## src/rtl/timer_pkg.sv

```systemverilog
package timer_pkg;
  // control/status bit positions
  localparam int CSR_TRG = 0;
  localparam int CSR_EN  = 1;
  localparam int CSR_UF  = 2;
  localparam int CSR_IE  = 3;
  localparam int CSR_RLD = 4;
  localparam int CSR_OUT = 5;
  localparam int CSR_BITS = 6;

  typedef enum logic [1:0] {
    REG_CSR = 2'd0,
    REG_CNT = 2'd1,
    REG_RL1 = 2'd2,
    REG_RL2 = 2'd3
  } tmr_reg_e;
endpackage

```

## src/rtl/tmr_rst_sync.sv

```systemverilog
module tmr_rst_sync #(
  parameter int STAGES = 2
) (
  input  logic clk,
  input  logic rst_n,
  output logic rst_sync_n
);
  logic [STAGES-1:0] sh_q;

  always_ff @(posedge clk or negedge rst_n) begin
    if (!rst_n) sh_q <= '0;
    else        sh_q <= {sh_q[STAGES-2:0], 1'b1};
  end

  assign rst_sync_n = sh_q[STAGES-1];
endmodule

```

## src/rtl/tmr_prescaler.sv

```systemverilog
module tmr_prescaler #(
  parameter int DIV = 2,
  localparam int PW = (DIV > 1) ? $clog2(DIV) : 1
) (
  input  logic clk,
  input  logic rst_n,
  output logic tick_o
);
  logic [PW-1:0] pc_q, pc_n;

  assign tick_o = (pc_q == PW'(DIV - 1));

  always_comb begin
    pc_n = tick_o ? '0 : pc_q + PW'(1);
  end

  always_ff @(posedge clk or negedge rst_n) begin
    if (!rst_n) pc_q <= '0;
    else        pc_q <= pc_n;
  end


  tick_gap_chk: assert property (@(posedge clk) disable iff (!rst_n)
    tick_o |=> !tick_o);
endmodule

```

## src/rtl/tmr_channel.sv

```systemverilog
module tmr_channel
  import timer_pkg::*;
#(
  parameter int DW = 32
) (
  input  logic          clk,
  input  logic          rst_n,
  input  logic          tick_i,
  input  logic          csr_we_i,
  input  logic          rl1_we_i,
  input  logic          rl2_we_i,
  input  logic [DW-1:0] wdata_i,
  output logic [DW-1:0] csr_o,
  output logic [DW-1:0] cnt_o,
  output logic [DW-1:0] rl1_o,
  output logic [DW-1:0] rl2_o,
  output logic          irq_o
);
  logic [DW-1:0] cnt_q, cnt_n;
  logic [DW-1:0] rl1_q, rl2_q;
  logic en_q, en_n, ie_q, ie_n, rld_q, rld_n;
  logic uf_q, uf_n, out_q, out_n;
  logic run_q, run_n, pend_q, pend_n;
  logic halt, step, uf_set, uf_clr;

  assign halt   = csr_we_i && !wdata_i[CSR_EN];
  assign step   = tick_i && en_q && !halt;
  assign uf_clr = csr_we_i && !wdata_i[CSR_UF];

  always_comb begin
    cnt_n  = cnt_q;
    run_n  = run_q;
    pend_n = pend_q;
    out_n  = out_q;
    uf_set = 1'b0;
    en_n   = en_q;
    ie_n   = ie_q;
    rld_n  = rld_q;
    if (step) begin
      if (pend_q) begin
        cnt_n  = rl1_q;
        run_n  = 1'b1;
        pend_n = 1'b0;
      end else if (run_q) begin
        if (cnt_q == '0) begin
          uf_set = 1'b1;
          out_n  = ~out_q;
          if (rld_q) cnt_n = rl1_q;
          else       run_n = 1'b0;
        end else begin
          cnt_n = cnt_q - DW'(1);
        end
      end
    end
    if (csr_we_i) begin
      en_n  = wdata_i[CSR_EN];
      ie_n  = wdata_i[CSR_IE];
      rld_n = wdata_i[CSR_RLD];
      if (!wdata_i[CSR_EN]) begin
        run_n  = 1'b0;
        pend_n = 1'b0;
      end else if (wdata_i[CSR_TRG]) begin
        pend_n = 1'b1;
      end
    end
    uf_n = uf_set | (uf_q & ~uf_clr);
  end

  always_ff @(posedge clk or negedge rst_n) begin
    if (!rst_n) begin
      cnt_q  <= '0;
      run_q  <= 1'b0;
      pend_q <= 1'b0;
      out_q  <= 1'b0;
      uf_q   <= 1'b0;
      en_q   <= 1'b0;
      ie_q   <= 1'b0;
      rld_q  <= 1'b0;
    end else begin
      cnt_q  <= cnt_n;
      run_q  <= run_n;
      pend_q <= pend_n;
      out_q  <= out_n;
      uf_q   <= uf_n;
      en_q   <= en_n;
      ie_q   <= ie_n;
      rld_q  <= rld_n;
    end
  end

  always_ff @(posedge clk or negedge rst_n) begin
    if (!rst_n)        rl1_q <= '0;
    else if (rl1_we_i) rl1_q <= wdata_i;
  end

  always_ff @(posedge clk or negedge rst_n) begin
    if (!rst_n)        rl2_q <= '0;
    else if (rl2_we_i) rl2_q <= wdata_i;
  end

  always_comb begin
    csr_o          = '0;
    csr_o[CSR_TRG] = pend_q;
    csr_o[CSR_EN]  = en_q;
    csr_o[CSR_UF]  = uf_q;
    csr_o[CSR_IE]  = ie_q;
    csr_o[CSR_RLD] = rld_q;
    csr_o[CSR_OUT] = out_q;
  end

  assign cnt_o = cnt_q;
  assign rl1_o = rl1_q;
  assign rl2_o = rl2_q;
  assign irq_o = uf_q & ie_q;


  cnt_hold_chk: assert property (@(posedge clk) disable iff (!rst_n)
    !tick_i |=> $stable(cnt_q));

  uf_sticky_chk: assert property (@(posedge clk) disable iff (!rst_n)
    (uf_q && !uf_clr) |=> uf_q);

  trig_load_chk: assert property (@(posedge clk) disable iff (!rst_n)
    (tick_i && en_q && pend_q && !csr_we_i) |=> (run_q && !pend_q && cnt_q == $past(rl1_q)));

  one_shot_chk: assert property (@(posedge clk) disable iff (!rst_n)
    (tick_i && en_q && run_q && !pend_q && !rld_q && cnt_q == '0 && !csr_we_i)
      |=> (!run_q && uf_q && cnt_q == '0));

  stop_chk: assert property (@(posedge clk) disable iff (!rst_n)
    halt |=> (!run_q && !pend_q && $stable(cnt_q)));
endmodule

```

## src/rtl/dual_reload_timer.sv

```systemverilog
module dual_reload_timer
  import timer_pkg::*;
#(
  parameter int NUM_CH  = 2,
  parameter int DW      = 32,
  parameter int PRE_DIV = 2,
  localparam int CH_W   = (NUM_CH > 1) ? $clog2(NUM_CH) : 1,
  localparam int ADDR_W = CH_W + 4
) (
  input  logic              clk,
  input  logic              rst_n,
  input  logic              bus_we,
  input  logic [ADDR_W-1:0] bus_addr,
  input  logic [DW-1:0]     bus_wdata,
  output logic [DW-1:0]     bus_rdata,
  output logic [NUM_CH-1:0] irq
);
  logic           sys_rst_n;
  logic           tick;
  logic [CH_W-1:0] ch_sel;
  tmr_reg_e       reg_sel;
  logic [DW-1:0]  csr_w [NUM_CH];
  logic [DW-1:0]  cnt_w [NUM_CH];
  logic [DW-1:0]  rl1_w [NUM_CH];
  logic [DW-1:0]  rl2_w [NUM_CH];

  assign ch_sel  = bus_addr[ADDR_W-1:4];
  assign reg_sel = tmr_reg_e'(bus_addr[3:2]);

  tmr_rst_sync #(.STAGES(2)) u_rst (
    .clk        (clk),
    .rst_n      (rst_n),
    .rst_sync_n (sys_rst_n)
  );

  tmr_prescaler #(.DIV(PRE_DIV)) u_pre (
    .clk    (clk),
    .rst_n  (sys_rst_n),
    .tick_o (tick)
  );

  for (genvar c = 0; c < NUM_CH; c++) begin : g_ch
    logic hit;
    assign hit = bus_we && (ch_sel == CH_W'(c));
    tmr_channel #(.DW(DW)) u_ch (
      .clk      (clk),
      .rst_n    (sys_rst_n),
      .tick_i   (tick),
      .csr_we_i (hit && reg_sel == REG_CSR),
      .rl1_we_i (hit && reg_sel == REG_RL1),
      .rl2_we_i (hit && reg_sel == REG_RL2),
      .wdata_i  (bus_wdata),
      .csr_o    (csr_w[c]),
      .cnt_o    (cnt_w[c]),
      .rl1_o    (rl1_w[c]),
      .rl2_o    (rl2_w[c]),
      .irq_o    (irq[c])
    );
  end

  always_comb begin
    bus_rdata = '0;
    for (int c = 0; c < NUM_CH; c++) begin
      if (ch_sel == CH_W'(c)) begin
        case (reg_sel)
          REG_CSR: bus_rdata = csr_w[c];
          REG_CNT: bus_rdata = cnt_w[c];
          REG_RL1: bus_rdata = rl1_w[c];
          default: bus_rdata = rl2_w[c];
        endcase
      end
    end
  end


  rst_quiet_chk: assert property (@(posedge clk)
    !sys_rst_n |-> (irq == '0));

  irq_rise_chk: assert property (@(posedge clk) disable iff (!sys_rst_n)
    $rose(irq[0]) |-> (csr_w[0][CSR_UF] && csr_w[0][CSR_IE]));
endmodule

```

## config.mk

```make
export PLATFORM = sky130hd
export DESIGN_NAME = dual_reload_timer
export DESIGN_NICKNAME = d
export VERILOG_FILES = /design/src/rtl/timer_pkg.sv /design/src/rtl/tmr_rst_sync.sv /design/src/rtl/tmr_prescaler.sv /design/src/rtl/tmr_channel.sv /design/src/rtl/dual_reload_timer.sv
export SDC_FILE = /design/constraint.sdc
export NUM_CORES = 1
export LEC_CHECK = 0
export BUFFER_PORTS_ARGS = -buffer_cell sky130_fd_sc_hd__buf_2
export CAP_MARGIN = 20
export CORE_MARGIN = 10
export CORE_UTILIZATION = 61
export DETAILED_ROUTE_END_ITERATION = 10
export PLACE_DENSITY = 0.76
export SETUP_SLACK_MARGIN = 0.05
export SKIP_CTS_REPAIR_TIMING = 1
export SYNTH_ARGS = -nofsm -noshare
export SYNTH_HDL_FRONTEND = slang
export SYNTH_SLANG_ARGS = --single-unit
```

## constraint.sdc

```tcl
create_clock -name clk -period 7.1 [get_ports clk]
set_input_delay 1.065 -clock clk [delete_from_list [all_inputs] [get_ports clk]]
set_output_delay 1.065 -clock clk [all_outputs]
set_load 0.05 [all_outputs]
```

Word-level counts from Yosys, hierarchy flattened
Index checks and enable logic that the tools add are counted.

storage, ports and cells
  register bits = 209
  input bits = 40
  output and inout port bits = 34
  word-level logic and storage cells = 114

operators by class
  $add $sub $neg = 3
  equality and inequality tests = 5
  muxes and demuxes = 42
  bitwise operators = 13
  reduce and logical (&&, ||, !) cells = 29

operators with widths
  kind                   number
  $mux 32                9
  $pmux 32 s3            2
  $logic_not 32->1       2
  $sub 32x1->32 const B  2
  $mux 1                 31
  $logic_and 1x1->1      16
  $reduce_and 4->1       2
  $not 1->1              7
  $ne 3x1->1 const B     2
  $reduce_and 3->1       2
  $and 1x1->1            4
  $eq 2x2->1 const B     2
  $logic_not 1->1        4
  $reduce_bool 2->1      2
  $eq 2x1->1 const B     1
  $logic_not 2->1        1
  $or 1x1->1             2
  $add 1x1->1 const B    1

Longest topological paths before layout
Gate-level depths: netlist of the first run.

  depth in word-level cells = 10
  mapped depth = 11

Hierarchy
From an unflattened synthesis of the first run, not the netlist that was laid out.

second synthesis, totals
  cell total of the unflattened synthesis = 1124
  area total of the unflattened synthesis = 13255.2 µm²

modules (own cells, without submodules)
  module             times used  cells each  area an instance (µm²)
  tmr_channel        2           497         5599.1
  dual_reload_timer  1           125         1974.4
  tmr_rst_sync       1           3           53.8
  tmr_prescaler      1           2           28.8

Least setup slack after synthesis of the first run
Ideal clock, no wire load.

  path type = input to output
  from = input port bus_addr[3]
  to = output port bus_rdata[10]
  arrival = 3260 ps
  data required time = 6035 ps
  slack = 2775 ps
  stages on the path = 6
  cells stage by stage = clkbuf_1 > buf_1 > clkbuf_1 > mux2_2 > a22oi_1 > a21oi_1

between the ends
  longest elaborated chain between the ends = 3
  elaborated cells on any way between the ends = 6
  those cells by class = eq/ne: 2; mux: 3; reduce/logical: 1

RTL lines
  what                                      RTL line                 source
  from (decl)                               dual_reload_timer.sv:13  input logic [ADDR_W-1:0] bus_addr,
  $eq 2x2->1, or another cell as far along  dual_reload_timer.sv:65  case (reg_sel)
  $pmux 32 s3                               dual_reload_timer.sv:65
  $mux 32 (*)                               dual_reload_timer.sv:64  if (ch_sel == CH_W'(c)) begin
  to (decl)                                 dual_reload_timer.sv:15  output logic [DW-1:0] bus_rdata,

Every way passes the cells marked *; elsewhere a longest branch is shown, timed or not.

Worst setup path after layout of the first run
  from = input port bus_addr[3]
  to = output port bus_rdata[28]

Same word-level chain as after synthesis.

==> results of run 1 <==
==> worst max-delay path, delay by kind of cell <==
kind / cells / cell delay, ps
compound gates: 2 / 550
buf+inv: 3 / 1230
simple gates: 1 / 730
==> final cells by class <==
type | instances | area share [%]
inverter | 22 | 0.651
clock inverter | 6 | 0.849
sequential | 209 | 41.3
clock buffer | 35 | 5.37
timing repair buffer | 86 | 3.87
multi-input combinational | 778 | 45.7
tap | 234 | 2.31
==> kinds of logic after synthesis <==
family	Yosys count	synth area share, %
xor+xnor	2	0.153
fa+ha+maj	4	0.437
mux	188	19.7
other cells	1	0.0328
flops	209	45.7
compound gates	303	17.3
buf+inv	108	4.01
simple gates	280	12.7
==> flip-flops by register name (all words and copies together) (netlist names) <==
register and cells:
g_ch.u_ch.ie_q 2, g_ch.u_ch.uf_q 2, g_ch.u_ch.run_q 2, g_ch.u_ch.out_q 2
u_pre.tick_o 1, g_ch.u_ch.rl2_o 64, g_ch.u_ch.en_q 2, g_ch.u_ch.rl1_o 64
u_rst.sh_q 2, g_ch.u_ch.rld_q 2, g_ch.u_ch.cnt_o 64, g_ch.u_ch.pend_q 2
==> cell usage in the layout, fill, tap and decap left out, types with 15 or more instances in the layout <==
cell / count
buf_4: 15
inv_1: 22
nand3_1: 23
clkbuf_16: 23
nor3_1: 29
mux2_2: 176
a22oi_1: 33
dfrtp_1: 208
o21ai_0: 63
buf_2: 70
nor4_1: 18
a21oi_1: 101
nand2_1: 56
nor2_1: 80
a221oi_1: 26
==> stage by stage <==
stage | power, uW | utilization (%) | area (sq um)
2_1_floorplan | 2800 | - | 11400
3_3_place_gp | 3130 | 63.9 | 11900
3_5_place_dp | 3180 | 63.9 | 11900
4_1_cts | 4450 | 68.1 | 12700
5_1_grt | 4690 | 68.2 | 12700
6_report | 4470 | 68.2 | 12700
==> path summary, 6_finish.rpt <==
check | start | to | cells after the start
setup / recovery | bus_addr[3] | bus_rdata[28] | 6
hold / removal | rst_n | u_rst.sh_q[1] | 1
setup reg to reg | g_ch[0].u_ch.cnt_o[0] | g_ch[0].u_ch.cnt_o[16] | 9
hold reg to reg | u_rst.sh_q[0] | u_rst.sh_q[1] | 0
max in group asynchronous | u_rst.sh_q[1] | g_ch[0].u_ch.rl2_o[0] | 1
min in group clk | u_rst.sh_q[0] | u_rst.sh_q[1] | 0
==> routing by layer <==
layer / GRT usage (%) / wire, microns / vias up
met3: 4.94 / 3320 / 70
met4: 8.72 / 986 / 0
met2: 42.0 / 15300 / 500
met5: 0 / 0 / -
met1: 37.8 / 13800 / 4672
li1: - / - / 4167
==> power by group through the flow <==
stage	registers [uW]	clock network, uW	logic (uW)
floorplan	1790	0	1010
global placement	1950	0	1190
detailed placement	1960	0	1220
CTS	1950	1270	1230
global route	2010	1320	1350
finish	1960	1260	1240
==> summary.txt, run 1 <==
Final layout
  • Synthesis-to-layout area growth: 10.7%
  • Share of cells above drive strength 1: 30.6%
  • Fillers: 1444
  • Nets: 1164
  • Final std cells w/o fill: 1370
  • Sequential cell area: 0.00523 sq mm
  • ANT cells: 0
  • Multi-input logic area: 0.00579 sq mm

Hold path
  • Hold crit path type: input pin to asynchronous set/reset pin

GRT
  • Grt total ovfl: 0
  • First-pass GRT wire length: 52600 microns
  • GRT Total Usage: 27.1%
  • Largest net degree at the start of global routing: 78
  • Number of global-route vias before repair: 9039
  • Antenna violations before repair: 0

CTS
  • CTS tree: built
  • Num CTS Buffers: 23
  • Worst-skew pair later-pin latency: 530 ps
  • H-tree depth: 1
  • Clock Root Buffer: clkbuf_16
  • CTS Sinks: 209
  • Clock transition at path regs: 60 ps
  • CTS Buffer Depth: 3

Setup path
  • Reg2reg setup slack: 3860 ps
  • CP most frequent cell: buf_4
  • CP max stage cell: nor2b_4
  • Crit path launch type: input pin
  • Max incr delay on CP: 730 ps
  • Req. time, crit path: 6030 ps
  • Crit path max fanout: 31
  • Crit Path Category: input pin to output pin
  • Worst-path cell chain: buf_4, nor2b_4, buf_4, a22oi_1, a21oi_1, buf_2
  • Worst EP arrival: 3620 ps
  • Worst setup EP type: output pin

Logic synthesis
  • Dominant cells by area after synthesis: dfrtp_1 46%, mux2_2 17%, a21oi_1 4.4%
  • Syn Nets: 1139
  • Main flop type after synthesis: dfrtp_1
  • List of most frequent post-synthesis cells: 209 x dfrtp_1, 176 x mux2_2, 101 x a21oi_1
  • Yosys warnings: 0
  • Synth area leader: dfrtp_1
  • Seq cells post-synth: 209
  • Number of flops mapped to enable cells by yosys: 0
  • Ys async rst share: 100%
  • Distinct cells, synth: 75
  • Post-synth top area share: 45.7%
  • Seq/Total Area, Yosys: 45.7%
  • Mapped Avg Cell Area: 10.5 sq um
  • Top-count cell post-synth: dfrtp_1
  • Post-synth design cell area: 0.0114 sq mm
  • Mapped Cells: 1095

Floorplanning
  • Core area: 0.0186 sq mm
  • Die height: 157 microns
  • Die ar.: 0.0247 sq mm
  • Top Ports: 74
  • Chip width: 157 microns
  • Starting Density: 61.6%
  • Cell Rows: 50

Detailed routing
  • Vias/cell: 6.87
  • Final ANT Viol Nets: 0
  • WL final: 33500 microns
  • Drt first pass iters: 6
  • Initial DRC Count: 883
  • Wire length per cell: 24.4 microns
  • Residual DRC: 0
  • Via count: 9409

Timing
  • Setup WS post-layout: 2420 ps
  • Total negative slack: 0 ps
  • Hold Slack: 326 ps
  • Final worst path period share: 66.0%
  • Clk_skew: 18.7 ps
  • Final hold violation count: 0
  • Slew @ Worst Pin: 1160 ps
  • Fmax: 214 MHz
  • Relative slew slack: 21.6%
  • RSZ-0062 raised after global routing: false
  • # setup viols final: 0
  • Max-slew violation count: 0
  • Min Tclk post-route: 4680 ps

Power
  • Leak Pwr: 0.00538 uW
  • Clock share of power: 28.2%
  • Sw frac: 36.4%
  • Int Pwr: 2840 uW
  • Sequential power share: 44.0%
  • Comb pwr share: 27.8%
  • Max IR drop VDD: 0.000254 V
  • Power per Cell Area: 352 mW/mm^2
  • Switching power: 1620 uW

Placed design
  • Cell count after placement: 1328
  • Routability-driven placement congestion ratio: 0.863
  • Post-detailed-placement half-perimeter wirelength: 22200 microns
  • Worst slack at placement: 2530 ps
  • Port bufs: 71

Status
  • Status: finished clean

Flow run
  • Max_cap viols: 0
(Power assumes the default switching activity.)
==> inputs of run 2 (changes only) <==
--- a/config.mk
+++ b/config.mk
@@ -8,9 +8,9 @@
 export BUFFER_PORTS_ARGS = -buffer_cell sky130_fd_sc_hd__buf_2
 export CAP_MARGIN = 20
 export CORE_MARGIN = 10
-export CORE_UTILIZATION = 61
+export CORE_UTILIZATION = 55
 export DETAILED_ROUTE_END_ITERATION = 10
-export PLACE_DENSITY = 0.76
+export PLACE_DENSITY = 0.72
 export SETUP_SLACK_MARGIN = 0.05
 export SKIP_CTS_REPAIR_TIMING = 1
 export SYNTH_ARGS = -nofsm -noshare
==> constraint.sdc (replaced) <==
create_clock -name clk -period 4.2 [get_ports clk]
set_input_delay 0.63 -clock clk [delete_from_list [all_inputs] [get_ports clk]]
set_output_delay 0.63 -clock clk [all_outputs]
set_load 0.05 [all_outputs]
==> run 2 against run 1 <==
Clock-buffer cell count is 1 higher. Power increased by 65%. Utilization decreased by 5.3 points. Critical path depth stayed put. Global-route usage fell by 2.2 points. Largest power group unchanged. Highest routed layer unchanged.
==> summary.txt, run 2 (synthesis gave the netlist of run 1 again) <==
Hold path
  • Worst-case hold path end point: u_rst.sh_q[1]
  • Min-delay src: u_rst.sh_q[0]
  • Worst Hold Depth: 0
  • Hold crit path type: flop to flop

Timing
  • Final worst path period share: 78.8%
  • RSZ-0062 raised after global routing: false
  • Max-slew violation count: 0
  • Slew @ Worst Pin: 1090 ps
  • Clk_skew: 7.57 ps
  • Total negative slack: 0 ps
  • # setup viols final: 0
  • Relative slew slack: 27.3%
  • Min Tclk post-route: 3310 ps
  • Final hold violation count: 0
  • Fmax: 302 MHz

CTS
  • CTS Sinks: 209
  • H-tree depth: 1
  • CTS Buffer Depth: 3
  • Worst-skew pair later-pin latency: 510 ps
  • Clock Root Buffer: clkbuf_16
  • Clock transition at path regs: 60 ps
  • Num CTS Buffers: 23
  • CTS tree: built

Final layout
  • Finished Core Util: 62.9%
  • Commonest non-fill, non-tap cell in the layout: dfrtp_1
  • Commonest cells after routing, fill and taps aside: 208 x dfrtp_1, 176 x mux2_2, 101 x a21oi_1
  • Share of cells above drive strength 1: 31.7%
  • Nets: 1183
  • ANT cells: 0
  • Synthesis-to-layout area growth: 11.9%

GRT
  • Busiest grt layer: met2
  • First-pass GRT wire length: 53600 microns
  • Largest net degree at the start of global routing: 92
  • Grt total ovfl: 0
  • Met1 Usage GRT: 36.7%
  • Met3 GRT Util: 3.55%
  • Number of global-route vias before repair: 9177
  • Antenna violations before repair: 0
  • GRT Total Usage: 24.9%
  • Met2 Track Usage GR: 37.5%

Setup path
  • CP most frequent cell: buf_4
  • Worst reg2reg path depth: 9
  • Req. time, crit path: 3570 ps
  • Crit path max fanout: 55
  • Worst-path cell chain: buf_4, buf_4, mux2_2, a221oi_1, a21oi_1, buf_2
  • Crit Path Category: input pin to output pin
  • Worst R2R Start: g_ch[0].u_ch.cnt_o[0]
  • Worst EP arrival: 2680 ps
  • Worst setup EP type: output pin
  • CP max stage cell: buf_4
  • Crit path launch type: input pin
  • Reg2reg setup slack: 1140 ps
  • Crit-path leading delay family: buffers and inverters
  • Reg-to-reg endpoint: g_ch[0].u_ch.cnt_o[25]
  • CP Buf/Inv Count: 3
  • Max incr delay on CP: 600 ps

Detailed routing
  • Drt first pass iters: 5
  • Final ANT Viol Nets: 0
  • Vias/cell: 6.64
  • Initial DRC Count: 961
  • WL final: 33700 microns
  • Wire length per cell: 23.7 microns
  • Residual DRC: 0
  • Via count: 9457

Status
  • Status: finished clean

Placed design
  • Routability-driven placement congestion ratio: 0.904
  • Post-detailed-placement half-perimeter wirelength: 22800 microns
  • Port bufs: 71

Power
  • Leak Pwr: 0.00545 uW
  • Total Power: 7370 uW
  • Power per Cell Area: 575 mW/mm^2
  • Max IR drop VDD: 0.000352 V

Floorplanning
  • Core area: 0.0204 sq mm
  • Chip width: 164 microns
  • Die ar.: 0.0270 sq mm
  • Top Ports: 74
  • Starting Density: 56.2%
  • Die height: 164 microns
  • Cell Rows: 52

Flow run
  • Max_cap viols: 0
==> run 2: cell count changes in the layout (fill, tap and decap cells not counted), sizes merged <==
cell	before	now
dlygate4sd3	0	1
clkbuf	35	36
bufinv	3	0
clkinvlp	1	0
clkinv	2	4
buf	86	104
==> run 2: layer usage <==
metal / share of wire (%) / vias to the layer above / wire [microns]
met1: 44 / 4748 / 14800
met5: 0 / - / 0
met3: 8.4 / 58 / 2850
li1: - / 4199 / -
met2: 45 / 452 / 15200
met4: 2.5 / 0 / 836
==> run 2: cell type report <==
| class | count | area [sq um] |
|---|---|---|
| clock inverters | 4 | 20.0 |
| repair buffers | 105 | 653 |
| well taps | 270 | 338 |
| fillers | 1680 | 7550 |
| flip-flops and latches | 209 | 5230 |
| multi-input cells | 778 | 5800 |
| clock buffers | 36 | 684 |
| inverters | 22 | 82.6 |
==> run 2: metrics by stage <==
step | area [sq um] | setup slack (ps) | std cells | hold slack (ps)
2_1_floorplan | 11500 | 745 | 1095 | 331
3_3_place_gp | 12100 | 888 | 1382 | 336
3_5_place_dp | 12100 | 881 | 1382 | 337
4_1_cts | 12800 | 863 | 1422 | -120
5_1_grt | 12800 | 772 | 1424 | 351
6_report | 12800 | 888 | 1424 | 350
==> run 2: worst max-delay path by stage <==
stage                     start            end  slack (ps)  cells after the start
floorplan           bus_addr[3]  bus_rdata[10]         750                      6
global route        bus_addr[3]  bus_rdata[14]         770                      6
CTS                 bus_addr[3]  bus_rdata[14]         860                      6
finish              bus_addr[3]  bus_rdata[13]         890                      6
global placement    bus_addr[3]  bus_rdata[14]         890                      6
detailed placement  bus_addr[3]  bus_rdata[14]         880                      6
==> run 2: where the power goes <==
group | switching, uW | internal (uW) | leakage, uW | total [uW]
Sequential | 732 | 2590 | 0.00254 | 3320
Clock | 816 | 1110 | 0.000350 | 1930
Combinational | 1180 | 948 | 0.00256 | 2120
==> inputs of run 3 (changes only) <==
--- a/config.mk
+++ b/config.mk
@@ -8,9 +8,9 @@
 export BUFFER_PORTS_ARGS = -buffer_cell sky130_fd_sc_hd__buf_2
 export CAP_MARGIN = 20
 export CORE_MARGIN = 10
-export CORE_UTILIZATION = 55
+export CORE_UTILIZATION = 61
 export DETAILED_ROUTE_END_ITERATION = 10
-export PLACE_DENSITY = 0.72
+export PLACE_DENSITY = 0.76
 export SETUP_SLACK_MARGIN = 0.05
 export SKIP_CTS_REPAIR_TIMING = 1
 export SYNTH_ARGS = -nofsm -noshare
==> constraint.sdc (replaced) <==
create_clock -name clk -period 3.45 [get_ports clk]
set_input_delay 0.5175 -clock clk [delete_from_list [all_inputs] [get_ports clk]]
set_output_delay 0.5175 -clock clk [all_outputs]
set_load 0.05 [all_outputs]
==> run 3 against run 2 <==
Flip-flop and latch count unchanged. Critical endpoint is now g_ch[1].u_ch.cnt_o[29]. Clock skew up 14 ps. Combinational power up 26%. Utilization up 6.9 points. Wire length up 1.5%. Clock-buffer cell count down 4. Clock power up 29%. Register-to-register slack worse by 630 ps. Power up 25%. Setup slack worse by 380 ps.
==> summary.txt, run 3 (synthesis gave the netlist of run 1 again) <==
Final layout
  • Non-Filler Cell Area, Final: 0.0130 sq mm
  • Sequential cell area: 0.00523 sq mm
  • Synthesis-to-layout area growth: 13.3%
  • Nets: 1196
  • ANT cells: 0
  • Commonest cells after routing, fill and taps aside: 208 x dfrtp_1, 176 x mux2_2, 101 x a21oi_1
  • Commonest non-fill, non-tap cell in the layout: dfrtp_1
  • Fillers: 1359
  • Share of cells above drive strength 1: 32.4%
  • Multi-input logic area: 0.00579 sq mm

Timing
  • Setup WS post-layout: 513 ps
  • Max-slew violation count: 0
  • Final hold violation count: 0
  • Slew @ Worst Pin: 1100 ps
  • Relative slew slack: 26.8%
  • Total negative slack: 0 ps
  • RSZ-0062 raised after global routing: false
  • Hold Slack: 277 ps
  • Final worst path period share: 85.1%
  • # setup viols final: 0
  • Clk_skew: 22.0 ps
  • Fmax: 340 MHz
  • Min Tclk post-route: 2940 ps

Setup path
  • Worst setup EP type: flop
  • Worst EP arrival: 3340 ps
  • Crit-path leading delay family: simple AND/OR/NAND/NOR gates
  • Crit path launch type: flop
  • Crit Path Category: flop to flop
  • CP Depth: 8
  • Worst reg2reg path depth: 8
  • CP max stage cell: o21ai_2
  • Req. time, crit path: 3850 ps
  • Crit path max fanout: 9
  • Max incr delay on CP: 540 ps
  • Worst-path cell chain: inv_1, ha_1, or4b_1, nor3_2, nand2_1, o21ai_2, nor2_1, a311oi_1
  • CP Buf/Inv Count: 1

GRT
  • Largest net degree at the start of global routing: 61
  • GRT Total Usage: 27.8%
  • First-pass GRT wire length: 54000 microns
  • Antenna violations before repair: 0
  • Grt total ovfl: 0
  • Number of global-route vias before repair: 9438

CTS
  • Num CTS Buffers: 23
  • CTS Buffer Depth: 3
  • Clock transition at path regs: 60 ps
  • Clock Root Buffer: clkbuf_16
  • CTS Sinks: 209
  • Worst-skew pair later-pin latency: 520 ps
  • CTS tree: built
  • H-tree depth: 1

Hold path
  • Worst Hold Depth: 2
  • Hold crit path type: input pin to flop

Floorplanning
  • Top Ports: 74
  • Die ar.: 0.0247 sq mm
  • Cell Rows: 50
  • Core area: 0.0186 sq mm
  • Die height: 157 microns
  • Chip width: 157 microns
  • Starting Density: 61.6%

Power
  • Max IR drop VDD: 0.000448 V
  • Power per Cell Area: 709 mW/mm^2
  • Leak Pwr: 0.00556 uW
  • Total Power: 9200 uW

Placed design
  • Placed cell areas: 0.0122 sq mm
  • Worst slack at placement: 606 ps
  • Post-detailed-placement half-perimeter wirelength: 23300 microns
  • Routability-driven placement congestion ratio: 0.905
  • Port bufs: 71

Detailed routing
  • Wire length per cell: 24.4 microns
  • Drt first pass iters: 6
  • Vias/cell: 6.86
  • Initial DRC Count: 947
  • Residual DRC: 0
  • Via count: 9615
  • WL final: 34200 microns
  • Final ANT Viol Nets: 0

Flow run
  • Max_cap viols: 0

Status
  • Status: finished clean
run 3: power breakdown:
group	switching (uW)	total, uW	internal, uW
clock network	1000	2490	1490
logic	1490	2680	1190
registers	867	4020	3150
run 3: final timing paths:
path	start	end	slack [ps]
worst max-delay path	g_ch[1].u_ch.cnt_o[0]	g_ch[1].u_ch.cnt_o[29]	510
min in group asynchronous	u_rst.sh_q[1]	g_ch[0].u_ch.rl2_o[26]	320
worst min register to register	u_rst.sh_q[1]	g_ch[0].u_ch.rl2_o[26]	320
worst max register to register	g_ch[1].u_ch.cnt_o[0]	g_ch[1].u_ch.cnt_o[29]	510
worst min-delay path	bus_wdata[7]	g_ch[0].u_ch.rl2_o[7]	280
max in group asynchronous	u_rst.sh_q[1]	g_ch[0].u_ch.rl1_o[11]	2310
run 3: layout make-up:
| cell class | count | share of cell area (%) |
|---|---|---|
| clock inverter | 9 | 0.926 |
| clock buffer | 32 | 4.85 |
| sequential | 209 | 40.3 |
| tap | 234 | 2.26 |
| inverter | 22 | 0.636 |
| multi-input combinational | 778 | 44.6 |
| timing repair buffer | 118 | 6.36 |
run 3: per-layer routing:
metal  share of wire [%]  vias to the layer above  routed length [microns]  GRT usage (%)
met2                  46                      467                    15600           43.0
met3                 9.2                       61                     3160           4.78
met4                 2.5                        0                      858           8.40
li1                    -                     4228                        -              -
met1                  43                     4859                    14600           39.2
met5                   0                        -                        0              0
run 3: per-stage QoR:
step | utilization (%) | instances
6_report | 69.8 | 1402
5_1_grt | 69.8 | 1402
4_1_cts | 69.7 | 1400
3_5_place_dp | 65.6 | 1359
3_3_place_gp | 65.6 | 1359
2_1_floorplan | - | 1095
run 3: worst register-to-register path: cells and delay by family, from the launching register on:
kind                     cells  cell delay, ps
adder cells (fa/ha/maj)      1             140
buffers and inverters        1             120
flip-flops                   1             460
AO/OA/AOI/OAI                2             860
AND/OR/NAND/NOR              4            1240
